===== src/rtl/wdg_pkg.sv =====
`timescale 1ns/1ps
package wdg_pkg;
  // Strobes sent from the control module to the counter datapath
  typedef struct packed {
    logic start;       // begin counting, load counter from reload register
    logic loadReload;  // capture write data into reload register
    logic refresh;     // all enabled channels fed: reload counter
    logic countEn;     // a tick that counts this cycle
  } wdgStrobe_t;
endpackage


===== src/rtl/wdg_ctrl.sv =====
`timescale 1ns/1ps
module wdg_ctrl
  import wdg_pkg::*;
#(
  parameter int NUM_CH = 8,
  parameter int DATA_W = 32,
  parameter int ADDR_W = 4,
  parameter logic [DATA_W-1:0] FEED_KEY = 32'h6E524635
) (
  input  logic              clk,
  input  logic              rstN,
  input  logic              wrEn,
  input  logic [ADDR_W-1:0] wrAddr,
  input  logic [DATA_W-1:0] wrData,
  input  logic              tickEn,
  input  logic              pause,
  input  logic              expireNow,
  output wdgStrobe_t        strobe,
  output logic              running,
  output logic [NUM_CH-1:0] enMask,
  output logic [NUM_CH-1:0] fedFlags
);
  localparam int CH_IDX_W = $clog2(NUM_CH);
  localparam int REG_W    = ADDR_W - 1;
  localparam logic [REG_W-1:0] REG_START  = REG_W'(0);
  localparam logic [REG_W-1:0] REG_MASK   = REG_W'(1);
  localparam logic [REG_W-1:0] REG_RELOAD = REG_W'(2);

  logic              runningQ;
  logic [NUM_CH-1:0] enMaskQ;
  logic [NUM_CH-1:0] fedQ;
  logic [NUM_CH-1:0] feedHit;
  logic [NUM_CH-1:0] nextFed;
  logic              regWr, chWr, keyMatch, allFed;
  logic [REG_W-1:0]  regSel;
  logic [CH_IDX_W-1:0] chSel;

  assign regSel   = wrAddr[REG_W-1:0];
  assign chSel    = wrAddr[CH_IDX_W-1:0];
  assign regWr    = wrEn && !wrAddr[ADDR_W-1] && !runningQ;
  assign chWr     = wrEn && wrAddr[ADDR_W-1] && runningQ;
  assign keyMatch = (wrData == FEED_KEY);

  for (genvar i = 0; i < NUM_CH; i++) begin : g_feed
    assign feedHit[i] = chWr && keyMatch && enMaskQ[i] && (chSel == CH_IDX_W'(i));
  end

  assign nextFed = fedQ | feedHit;
  assign allFed  = runningQ && (|enMaskQ) && ((nextFed & enMaskQ) == enMaskQ);

  always_comb begin
    strobe.start      = regWr && (regSel == REG_START);
    strobe.loadReload = regWr && (regSel == REG_RELOAD);
    strobe.refresh    = allFed;
    strobe.countEn    = runningQ && tickEn && !pause;
  end

  always_ff @(posedge clk) begin
    if (!rstN) begin
      runningQ <= 1'b0;
      enMaskQ  <= '0;
      fedQ     <= '0;
    end else begin
      if (strobe.start) runningQ <= 1'b1;
      if (regWr && (regSel == REG_MASK)) enMaskQ <= wrData[NUM_CH-1:0];
      if (allFed || expireNow) fedQ <= '0;
      else                     fedQ <= nextFed;
    end
  end

  assign running  = runningQ;
  assign enMask   = enMaskQ;
  assign fedFlags = fedQ;
endmodule


===== src/rtl/wdg_datapath.sv =====
`timescale 1ns/1ps
module wdg_datapath
  import wdg_pkg::*;
#(
  parameter int CNT_W = 32,
  parameter logic [CNT_W-1:0] RESET_RELOAD = '1
) (
  input  logic             clk,
  input  logic             rstN,
  input  wdgStrobe_t       strobe,
  input  logic [CNT_W-1:0] wrData,
  output logic             expireNow,
  output logic             resetReq,
  output logic [CNT_W-1:0] cnt
);
  logic [CNT_W-1:0] cntQ;
  logic [CNT_W-1:0] reloadQ;
  logic             resetReqQ;
  logic             atZero;

  assign atZero    = (cntQ == '0);
  assign expireNow = strobe.countEn && atZero && !strobe.refresh && !strobe.start;

  always_ff @(posedge clk) begin
    if (!rstN) begin
      cntQ      <= '0;
      reloadQ   <= RESET_RELOAD;
      resetReqQ <= 1'b0;
    end else begin
      resetReqQ <= expireNow;
      if (strobe.loadReload) reloadQ <= wrData;
      if (strobe.start || strobe.refresh) cntQ <= reloadQ;
      else if (strobe.countEn)            cntQ <= atZero ? reloadQ : cntQ - 1'b1;
    end
  end

  assign resetReq = resetReqQ;
  assign cnt      = cntQ;
endmodule


===== src/rtl/wdg_allfeed.sv =====
`timescale 1ns/1ps
module wdg_allfeed
  import wdg_pkg::*;
#(
  parameter int NUM_CH = 8,
  parameter int CNT_W  = 32,
  parameter int ADDR_W = 4,
  parameter logic [CNT_W-1:0] FEED_KEY     = 32'h6E524635,
  parameter logic [CNT_W-1:0] RESET_RELOAD = '1
) (
  input  logic              clk,
  input  logic              rstN,
  input  logic              tickEn,
  input  logic              pause,
  input  logic              wrEn,
  input  logic [ADDR_W-1:0] wrAddr,
  input  logic [CNT_W-1:0]  wrData,
  output logic              resetReq,
  output logic [NUM_CH-1:0] fedFlags
);
  wdgStrobe_t        strobeW;
  logic              expireW;
  logic              runningW;
  logic [NUM_CH-1:0] enMaskW;
  logic [CNT_W-1:0]  cntW;

  wdg_ctrl #(
    .NUM_CH(NUM_CH), .DATA_W(CNT_W), .ADDR_W(ADDR_W), .FEED_KEY(FEED_KEY)
  ) u_ctrl (
    .clk(clk), .rstN(rstN), .wrEn(wrEn), .wrAddr(wrAddr), .wrData(wrData),
    .tickEn(tickEn), .pause(pause), .expireNow(expireW), .strobe(strobeW),
    .running(runningW), .enMask(enMaskW), .fedFlags(fedFlags)
  );

  wdg_datapath #(
    .CNT_W(CNT_W), .RESET_RELOAD(RESET_RELOAD)
  ) u_dp (
    .clk(clk), .rstN(rstN), .strobe(strobeW), .wrData(wrData),
    .expireNow(expireW), .resetReq(resetReq), .cnt(cntW)
  );
endmodule


===== config.mk =====
export PLATFORM = sky130hd
export DESIGN_NAME = wdg_allfeed
export DESIGN_NICKNAME = d
export VERILOG_FILES = /design/src/rtl/wdg_pkg.sv /design/src/rtl/wdg_ctrl.sv /design/src/rtl/wdg_datapath.sv /design/src/rtl/wdg_allfeed.sv
export SDC_FILE = /design/constraint.sdc
export NUM_CORES = 1
export LEC_CHECK = 0
export ABC_AREA = 1
export BUFFER_PORTS_ARGS = -buffer_cell sky130_fd_sc_hd__clkbuf_2
export CAP_MARGIN = 20
export CORE_ASPECT_RATIO = 1.4
export CORE_UTILIZATION = 40
export CTS_BUF_LIST = sky130_fd_sc_hd__clkbuf_8
export DETAILED_ROUTE_END_ITERATION = 16
export HOLD_SLACK_MARGIN = 0.02
export SETUP_SLACK_MARGIN = 0.02
export SLEW_MARGIN = 20
export SYNTH_ARGS = -nofsm -noshare
export SYNTH_HDL_FRONTEND = slang
export SYNTH_HIERARCHICAL = 1
export SYNTH_SLANG_ARGS = --single-unit

===== constraint.sdc =====
create_clock -name clk -period 4.7 [get_ports clk]
set_input_delay 0.705 -clock clk [delete_from_list [all_inputs] [get_ports clk]]
set_output_delay 0.705 -clock clk [all_outputs]
set_load 0.01 [all_outputs]

After elaboration in Yosys (flattened, before gate mapping). Index checks and enable logic that the tools add are counted.

$add $sub $neg: 1. Equality and inequality tests: 9. Muxes and demuxes: 3. Bitwise logic cells: 3. Reduce and logical (&&, ||, !) cells: 43.

Operator list (count): 32-bit 2-to-1 mux (3); 32-bit by 31-bit == test with 1-bit output, second input constant (1); 32-bit logical NOT (1); 32-bit by 1-bit subtractor with 32-bit output, second input constant (1); 1-bit logical AND (31); 3-bit == test, second input constant (4); 8-bit AND (1); 8-bit == test (1); 8-bit OR (1); 8-bit OR reduction (1); 3-bit by 2-bit == test with 1-bit output, second input constant (2); 1-bit logical NOT (5); 3-bit by 1-bit == test with 1-bit output, second input constant (1); 3-bit logical NOT (1); 1-bit logical OR (2); 2-bit nonzero test (1); 2-bit OR reduction (1); 1-bit inverter (1).

Register bits: 82. Bits of input ports: 41. Output and inout port bits: 9. Logic and storage cells: 65.

Logic depth before layout (Yosys ltp). Gate-level depths: netlist of run 1.

Depth in word-level cells: 14. Gate-level depth with buffers: 21. Depth with buffers taken out: 19.

Cells and area by module. Netlist of run 1, hierarchy kept.

By module, submodules not included: wdg_datapath (times used 1, cells each 576, area each 3633.5 µm², sequential area each 1301.2 µm²); wdg_ctrl (times used 1, cells each 178, area each 1081.0 µm², sequential area each 340.3 µm²).

Least setup slack after synthesis of run 1. Ideal clock, no wire load.

Path kind: input to register. From: in wrData[28]. To: reg u_dp.cntQ[24], in the netlist u_dp/cnt[24]. Library setup time: 0.065 ns. Arrival: 2.561 ns. Data required time: 4.635 ns. Setup slack: 2.074 ns. Stages: 21. Buffers on the path: 2. Cells stage by stage: inv_1 > nand2_1 > nor2_1 > nand3_1 > nor2_4 > nand3_1 > nand3_2 > nand2_1 > nor2_1 > nand3_2 > inv_1 > buf_4 > nor2_1 > inv_1 > nor2_1 > inv_1 > clkbuf_1 > nand2_1 > nor2_1 > nor2_1 > nor2_1.

Word-level cells in the longest chain between the ends: 10. Elaborated cells between the ends (all ways): 25. Those cells by class: eq/ne: 2; mux: 1; bitwise: 2; reduce/logical: 20.

RTL lines: from (decl) (RTL line wdg_allfeed.sv:17) `input logic [CNT_W-1:0] wrData,`; 32-bit by 31-bit == test with 1-bit output (*) (RTL line wdg_ctrl.sv:42) `assign keyMatch = (wrData == FEED_KEY);`; 1-bit logical AND (*) (RTL line wdg_ctrl.sv:45) `assign feedHit[i] = chWr && keyMatch && enMaskQ[i] && (chSel == CH_IDX_W'(i));`; 1-bit logical AND (2 in series) (RTL line wdg_ctrl.sv:45); 8-bit OR (*) (RTL line wdg_ctrl.sv:48) `assign nextFed = fedQ | feedHit;`; 8-bit AND (*) (RTL line wdg_ctrl.sv:49) `assign allFed = runningQ && (|enMaskQ) && ((nextFed & enMaskQ) == enMaskQ);`; 8-bit == test (*) (RTL line wdg_ctrl.sv:49); 1-bit logical AND (*) (RTL line wdg_ctrl.sv:49); via u_ctrl.allFed (RTL line wdg_ctrl.sv:34) `logic regWr, chWr, keyMatch, allFed;`; 1-bit logical OR (*) (RTL line wdg_datapath.sv:32) `if (strobe.start || strobe.refresh) cntQ <= reloadQ;`; 32-bit 2-to-1 mux or 2-bit nonzero test (tied branches); to (signal assigned) (RTL line wdg_datapath.sv:32); to (signal assigned) (RTL line wdg_datapath.sv:33) `else if (strobe.countEn) cntQ <= atZero ? reloadQ : cntQ - 1'b1;`; to (decl) (RTL line wdg_datapath.sv:16) `logic [CNT_W-1:0] cntQ;`.

The timed path passes the listed nets; every way through them passes the cells marked *. A chain may end at the register's enable or synchronous reset.

==> results of run 1 <==
==> sequential cells by signal, summed over array words and instances, names as in the netlist <==
| signal | cells |
|---|---|
| u_dp/cnt | 32 |
| u_dp/reloadQ | 32 |
| u_ctrl/enMask | 8 |
| u_ctrl/fedFlags | 8 |
| u_ctrl/running | 1 |
| u_dp/resetReq | 1 |
==> cell usage after synthesis (all sizes together) <==
cell type	count	share of area [%]
nor3b	1	0.16
nor2b	1	0.13
nand4	11	1.5
o211ai	1	0.27
xnor2	8	1.5
nor3	3	0.32
a21oi	70	7.4
dfxtp	82	35
clkbuf	19	1.5
and2	2	0.27
nand3b	3	0.56
inv	122	9.7
nand3	62	6.9
o41ai	1	0.19
nor4	2	0.27
nor2	115	11
buf	9	1.6
xor2	6	1.1
o21bai	2	0.56
o21ai	51	5.4
nand2	181	15
ha	2	0.53
==> where the power goes <==
| group | leakage [nW] | total (W) | switching, W | internal [W] |
|---|---|---|---|---|
| registers | 0.665 | 0.000733 | 0.0000191 | 0.000714 |
| logic | 1.95 | 0.000571 | 0.000387 | 0.000184 |
| clock network | 0.0999 | 0.000518 | 0.000262 | 0.000256 |
| total | 2.72 | 0.00182 | 0.000668 | 0.00115 |
==> routing by layer <==
metal	track usage, %	vias up	part of all wire (%)
li1	-	2430	-
met1	26.60	2143	42
met2	43.19	105	51
met3	3.414	27	3.0
met4	12.04	0	3.8
met5	0	-	0
==> per-stage QoR <==
| step | hold WS, ns | cells | util (%) |
|---|---|---|---|
| after floorplan | 0.4292 | 754 | - |
| after global placement | 0.4498 | 922 | 44.10 |
| after detailed placement | 0.4557 | 922 | 44.10 |
| after CTS | 0.4706 | 937 | 45.79 |
| after global routing | 0.4909 | 938 | 46.04 |
| final | 0.4679 | 938 | 46.04 |
==> kinds of logic after synthesis <==
kind of cell | share of synthesized area, %
xor gates and xnor gates | 2.601
and+or+nand+nor | 35.38
adders and majority gates | 0.5307
AOI/OAI and AO/OA | 13.85
buffers and inverters | 12.82
DFF | 34.82
==> cell type report <==
type	instances	area, um2	share of cell area, %
clock inverters	5	55.05	1.049
multi-input cells	522	2479	47.25
well taps	144	180.2	3.434
clock buffers	10	137.6	2.623
repair buffers	53	295.3	5.628
inverters	122	457.9	8.729
flip-flops and latches	82	1642	31.29
==> worst reg2reg max path, stage by stage, from the launching register on <==
cell and delay, ns:
dfxtp_1 0.45, nand2_1 0.08, inv_1 0.07, nand3b_2 0.14
nor2_4 0.24, nand3_1 0.13, nand3_1 0.09, nand2_1 0.05
nor2_1 0.21, nand3_2 0.15, inv_1 0.08, nor2_1 0.04
inv_1 0.12, o21bai_4 0.40, inv_2 0.44, nand2_1 0.18
nand3_1 0.08, a21oi_1 0.14
==> worst min path at each step <==
stage,startpoint,cells past startpoint,slack (ns),end
6_report,u_dp/reloadQ[3],2,0.47,u_dp/reloadQ[3]
3_5_place_dp,u_dp/reloadQ[0],2,0.46,u_dp/reloadQ[0]
5_1_grt,u_dp/reloadQ[30],2,0.49,u_dp/reloadQ[30]
4_1_cts,u_dp/reloadQ[3],2,0.47,u_dp/reloadQ[3]
3_3_place_gp,u_dp/reloadQ[0],2,0.45,u_dp/reloadQ[0]
2_1_floorplan,u_dp/reloadQ[0],2,0.43,u_dp/reloadQ[0]
==> metrics, run 1 <==
vias in the first global route 4384; routability congestion estimate 0.9180; full die area between 10000 and 15000 um2; drt pass-1 iters 5; Slew Viols, Final 0; Initial Util 41.37%; Num CTS Buffers 9; first-pass GRT wire length 21930 um; final non-filler cell area ~5200 um2; Via density 5.016; CP bufs+invs 4; GR Overflow Total 0; Worst VDD drop roughly 0.16 mV; Reg2Reg Depth 17; skew final 0.009570 ns; CTS tree yes; Worst Hold Class flip-flop to flip-flop; n_diodes 0; share of cells above drive strength 1 12.47%; worst r2r src u_ctrl/running; Avg WL per Cell ~15 um; Crit path depth 18; H-tree depth 3; Final #Nets 833; unrepaired setup endpoints after global routing false; clk slew on worst S/H paths approximately 0.08 ns; TNS Setup 0 ns; fill count around 1200; Area after DPL 5026 um2; crit path kind input pin to flip-flop; Core Rows 46; postcts setup bufs 0; IO Pins 50; Post-Route WL 13690 um; Slew headroom 42.56%; Crit path max-delay family simple AND/OR/NAND/NOR gates; worst skew pair latency 0.36 ns; Syn Area/Cell 6.253 um2; Max Freq 302.1 MHz; Yosys reg bits 82; hold buffer count at cts 0; critical path required time roughly 5 ns; Net Count, Synth 797; Mapped Area between 4000 and 5000 um2; Routed Antenna Nets 0; Synth cell types 33; crit-path max cell delay 0.43 ns; via count 4705; Worst EP arrival 3.60 ns; CP startpoint wrData[1]; Tot Pwr 0.001822 W; max_cap viols 0; detailed placement HPWL 10620 um; setup ws final about 1.4 ns; Die Span Y ~130 um; Startpoint Class input pin; most frequent cells in the layout nand2_1, inv_1, nor2_1; Seq/Total Area, Yosys 34.82%; pre-CTS WS 1.012 ns; placeable core area 11400 um2; Fin. Hold Viols 0; area grow syn2layout 11.28%; Warnings, synthesis 6; clock root cell clkbuf_8; crit path time final 3.311 ns; pin count of the biggest net entering global routing 63; CP Capture Type flip-flop; clk sinks 82; most common cell after layout, fill and taps aside nand2_1; 1st-iter DRT viols 217; outcome finished, final reports clean; total track usage 23.69%; PwrDens 347.3 nW/um2; Tcrit/Tclk final 70.44%; die width 93.76 um; IO Port Bufs 49; Critical Path Slowest Stage Cell inv_2; # setup viols final 0; DRC 0; FF-to-FF setup slack 1.56 ns; Worst Tran Pin Value around 0.86 ns; R2R Path End u_dp/cnt[13]; CP Max Fanout 39; clk buf depth 2; CP Cell Sequence clkbuf_2, nor2_1, nor2b_1, nand2_1, nor2_4, nand3_1, nand3_1, nand2_1, nor2_1, nand3_2, inv_1, nor2_1, inv_1, o21bai_4, inv_2, nand2_1, nand3_1, a21oi_1; Static Leak 2.717 nW; Setup crit end u_dp/cnt[13]; Synth Instances approximately 750; Post-CTS Resized 0; initial antenna violation count 0
Note: power is estimated with default switching activity, not from simulation.
==> inputs of run 2 (changes only) <==
Clock period 4.7 ns to 3.15 ns, I/O delays scaled along.
==> metrics, run 2 (synthesized netlist as in run 1, its figures left out) <==
clk slew on worst S/H paths 0.09 ns; n_diodes 0; full die area 12230 um2; setup ws final around 0.36 ns; Cell Count, Final, Fillers Out 943; outcome finished, final reports clean; Critical Path Slowest Stage Cell nor2_2; Hold WS around 0.32 ns; GR Overflow Total 0; Worst Hold Class input pin to flip-flop; skew final ~0.011 ns; Post-Route WL 13670 um; Worst EP arrival between 3 and 4 ns; PwrDens 514.5 nW/um2; unrepaired setup endpoints after global routing false; Final Util 46.20%; CP Cell Sequence nand2_1, inv_1, nand3b_2, nor2_4, nand4_1, nand2_1, nor2_1, nor2_2, nand3_2, inv_1, nor2_1, inv_1, nor2_2, inv_1, buf_12, o21ai_0, inv_1, nand2_1, inv_1; via count 4756; max_cap viols 0; Via density 5.043; crit path time final 2.785 ns; CP Capture Type flip-flop; CP bufs+invs 7; most common cell after layout, fill and taps aside nand2_1; Post-CTS Resized 0; pin count of the biggest net entering global routing 37; Slew Viols, Final 0; H-tree depth 3; detailed placement HPWL 10750 um; crit-path max cell delay about 0.63 ns; IO Pins 50; Tcrit/Tclk final 88.42%; Avg WL per Cell 14.50 um; drt pass-1 iters 4; pre-CTS WS 0.05593 ns; Crit path max-delay family simple AND/OR/NAND/NOR gates; TNS Setup 0 ns; routability congestion estimate 0.9638; Worst VDD drop approximately 0.20 mV; CTS tree yes; worst skew pair latency between 0.3 and 0.4 ns; Final #Nets 837; postcts setup bufs 0; Fin. Hold Viols 0; clk buf depth 2; area grow syn2layout 11.68%; total track usage approximately a quarter; Routed Antenna Nets 0; die width 93.76 um; share of cells above drive strength 1 13.02%; Initial Util 41.37%; hold buffer count at cts 0; first-pass GRT wire length 21930 um; Slew headroom 41.27%; 1st-iter DRT viols 241; # setup viols final 0; Startpoint Class flip-flop; Static Leak roughly 2.7 nW; Die Span Y 130.5 um; critical path required time 3.43 ns; initial antenna violation count 0; placeable core area ~11000 um2; crit path kind flip-flop to flip-flop; most frequent cells in the layout nand2_1, inv_1, nor2_1; IO Port Bufs 49; Most common cell on crit path inv_1; Cells after DPL 927; clk sinks 82; Core Rows 46; vias in the first global route ~4500; clock root cell clkbuf_8; CP Max Fanout 33; Worst Tran Pin Value 0.8799 ns; Max Freq about 360 MHz; Num CTS Buffers 9; DRC 0
## run 2: changes by cell type in the layout (fill, tap and decap cells not counted), sizes merged
cell      previous run  this run
buf                  4         8
bufinv               1         0
clkbuf              59        58
clkinvlp             1         3
inv                124       125
## run 2: final timing paths
kind                                          to            start  depth (start not counted)  slack [ns]
worst max-delay path                 u_dp/cnt[2]   u_ctrl/running                         19        0.36
worst min-delay path            u_dp/reloadQ[27]       wrData[27]                          3        0.32
worst max register to register       u_dp/cnt[2]   u_ctrl/running                         19        0.36
worst min register to register   u_dp/reloadQ[9]  u_dp/reloadQ[9]                          2        0.47
## run 2: final cells by class
class                           instances  area, um2
Fill cell                            1237       6131
Multi-Input combinational cell        522       2479
Sequential cell                        82       1642
Inverter                              122      457.9
Clock buffer                            9      123.9
Tap cell                              144      180.2
Clock inverter                          7      52.55
Timing Repair Buffer                   57      330.3
## run 2: report_power, final
part | total (W) | switching [W] | internal (W)
combinational | 0.000903 | 0.000588 | 0.000315
clock | 0.000712 | 0.000422 | 0.000290
sequential | 0.00109 | 0.0000281 | 0.00107
total | 0.00271 | 0.00104 | 0.00167
## run 2: through the flow
stage | instance area (um2) | total power [W]
floorplan | 4715 | 0.001808
global placement | 5089 | 0.002009
detailed placement | 5089 | 0.002013
CTS | 5265 | 0.002722
global route | 5265 | 0.002885
finish | 5265 | 0.002709
## run 2: metal layers
layer / GRT usage, % / share of wire, % / vias up
li1: - / - / 2441
met1: 26.62 / 42 / 2165
met2: 42.85 / 51 / 119
met3: 3.472 / 3.5 / 31
met4: 11.49 / 3.4 / 0
met5: 0 / 0 / -
## run 2: worst min-delay path, stage by stage
cell	delay [ns]
clkbuf_2	0.09
a21oi_1	0.05
o21ai_0	0.05
==> inputs of run 3 (changes only) <==
Settings changed: CORE_UTILIZATION 40 to 61, PLACE_DENSITY set to 0.82.
==> metrics, run 3 (synthesized netlist as in run 1, its figures left out) <==
crit path kind flip-flop to flip-flop; Hold WS 0.3586 ns; drt pass-1 iters 7; final non-filler cell area 5169 um2; 1st-iter DRT viols 317; Post-Route WL around 13000 um; # setup viols final 0; pin count of the biggest net entering global routing 34; area grow syn2layout 9.634%; Worst EP arrival 3.14 ns; max_cap viols 0; clk sinks 82; die width 76.30 um; Core Rows 37; placeable core area 7407 um2; CP Max Fanout 26; postcts setup bufs 0; Startpoint Class flip-flop; IO Pins 50; CP Cell Sequence nand2_1, inv_1, nand3b_2, nor2_4, nand3_1, nand3_2, nand2_1, nor2_1, nand3_2, inv_1, nor2_1, inv_1, o21bai_4, inv_2, nand2_1, nand3_1, a21oi_1; routability congestion estimate 0.9769; crit path time final 2.856 ns; skew final 0.009959 ns; Via density approximately 5.5; initial antenna violation count 0; Crit path max-delay family simple AND/OR/NAND/NOR gates; crit-path max cell delay 0.43 ns; via count 4871; critical path required time 3.44 ns; worst skew pair latency roughly 0.35 ns; Fin. Hold Viols 0; H-tree depth 3; clk buf depth 2; TNS Setup 0 ns; Worst VDD drop 0.2708 mV; Slew Viols, Final 0; Slew headroom 43.73%; DRC 0; outcome finished, final reports clean; Max Freq 350.1 MHz; most frequent cells in the layout nand2_1, inv_1, nor2_1; Worst Hold Class input pin to flip-flop; GR Overflow Total 0; Final #Nets approximately 840; CP bufs+invs 4; Post-CTS Resized 0; detailed placement HPWL about 9800 um; Area after DPL 5010 um2; Routed Antenna Nets 0; IO Port Bufs 49; Initial Util 63.65%; first-pass GRT wire length slightly above 20000 um; unrepaired setup endpoints after global routing false; clk slew on worst S/H paths 0.08 ns; Avg WL per Cell between 10 and 15 um; total track usage between 30% and 40%; PwrDens 509.3 nW/um2; Critical Path Slowest Stage Cell dfxtp_1; full die area 8089 um2; Die Span Y approximately 110 um; Static Leak 2.715 nW; Num CTS Buffers 9; CTS tree yes; hold buffer count at cts 0; CP Capture Type flip-flop; Tcrit/Tclk final 90.67%; n_diodes 0; share of cells above drive strength 1 12.69%; vias in the first global route around 4500; most common cell after layout, fill and taps aside nand2_1; Worst Tran Pin Value 0.8432 ns; Tot Pwr 0.002632 W; clock root cell clkbuf_8
[run 3: cell count changes in the layout (fill, tap and decap cells not counted), sizes merged]
cell,previous run,this run
clkinv,1,2
clkinvlp,3,1
buf,8,7
inv,125,123
clkbuf,58,59
[run 3: metal layers]
| layer | GRT usage, % | part of all wire, % |
|---|---|---|
| met4 | 19.51 | 4.7 |
| met5 | 0 | 0 |
| met1 | 37.48 | 41 |
| met3 | 5.751 | 6.3 |
| met2 | 55.92 | 48 |
[run 3: final cells by class]
class	count	area (um2)
clock buffer	10	137.6
clock inverter	4	21.27
fill	675	2238
inverter	122	457.9
multi-input combinational	522	2479
sequential	82	1642
tap	97	121.4
timing repair buffer	56	310.3
[run 3: power breakdown]
group          switching (W)  total [W]  leakage [nW]  internal [W]
Sequential         0.0000287    0.00109         0.665       0.00107
Clock               0.000369   0.000663        0.0852      0.000294
Combinational       0.000577   0.000875          1.97      0.000299
[run 3: worst register-to-register path, delay by kind of cell (launching register included)]
family,cells,cell delay [ns]
AOI/OAI and AO/OA,2,0.43
buffers and inverters,4,0.61
DFF,1,0.43
and+or+nand+nor,11,1.32
[run 3: final timing paths]
path,end,from,slack (ns),depth (start not counted)
hold / removal,u_dp/reloadQ[22],wrData[22],0.36,3
setup / recovery,u_dp/cnt[27],u_ctrl/running,0.29,17
setup reg to reg,u_dp/cnt[27],u_ctrl/running,0.29,17
hold reg to reg,u_dp/reloadQ[22],u_dp/reloadQ[22],0.47,2
[run 3: metrics by stage]
| step | utilization, % | worst slack, ns | std cells |
|---|---|---|---|
| 5_1_grt | 69.78 | 0.04480 | 893 |
| 2_1_floorplan | - | 0.7564 | 754 |
| 3_3_place_gp | 67.64 | 0.06180 | 879 |
| 3_5_place_dp | 67.64 | -0.006897 | 879 |
| 6_report | 69.78 | 0.2939 | 893 |
| 4_1_cts | 69.78 | 0.3413 | 893 |
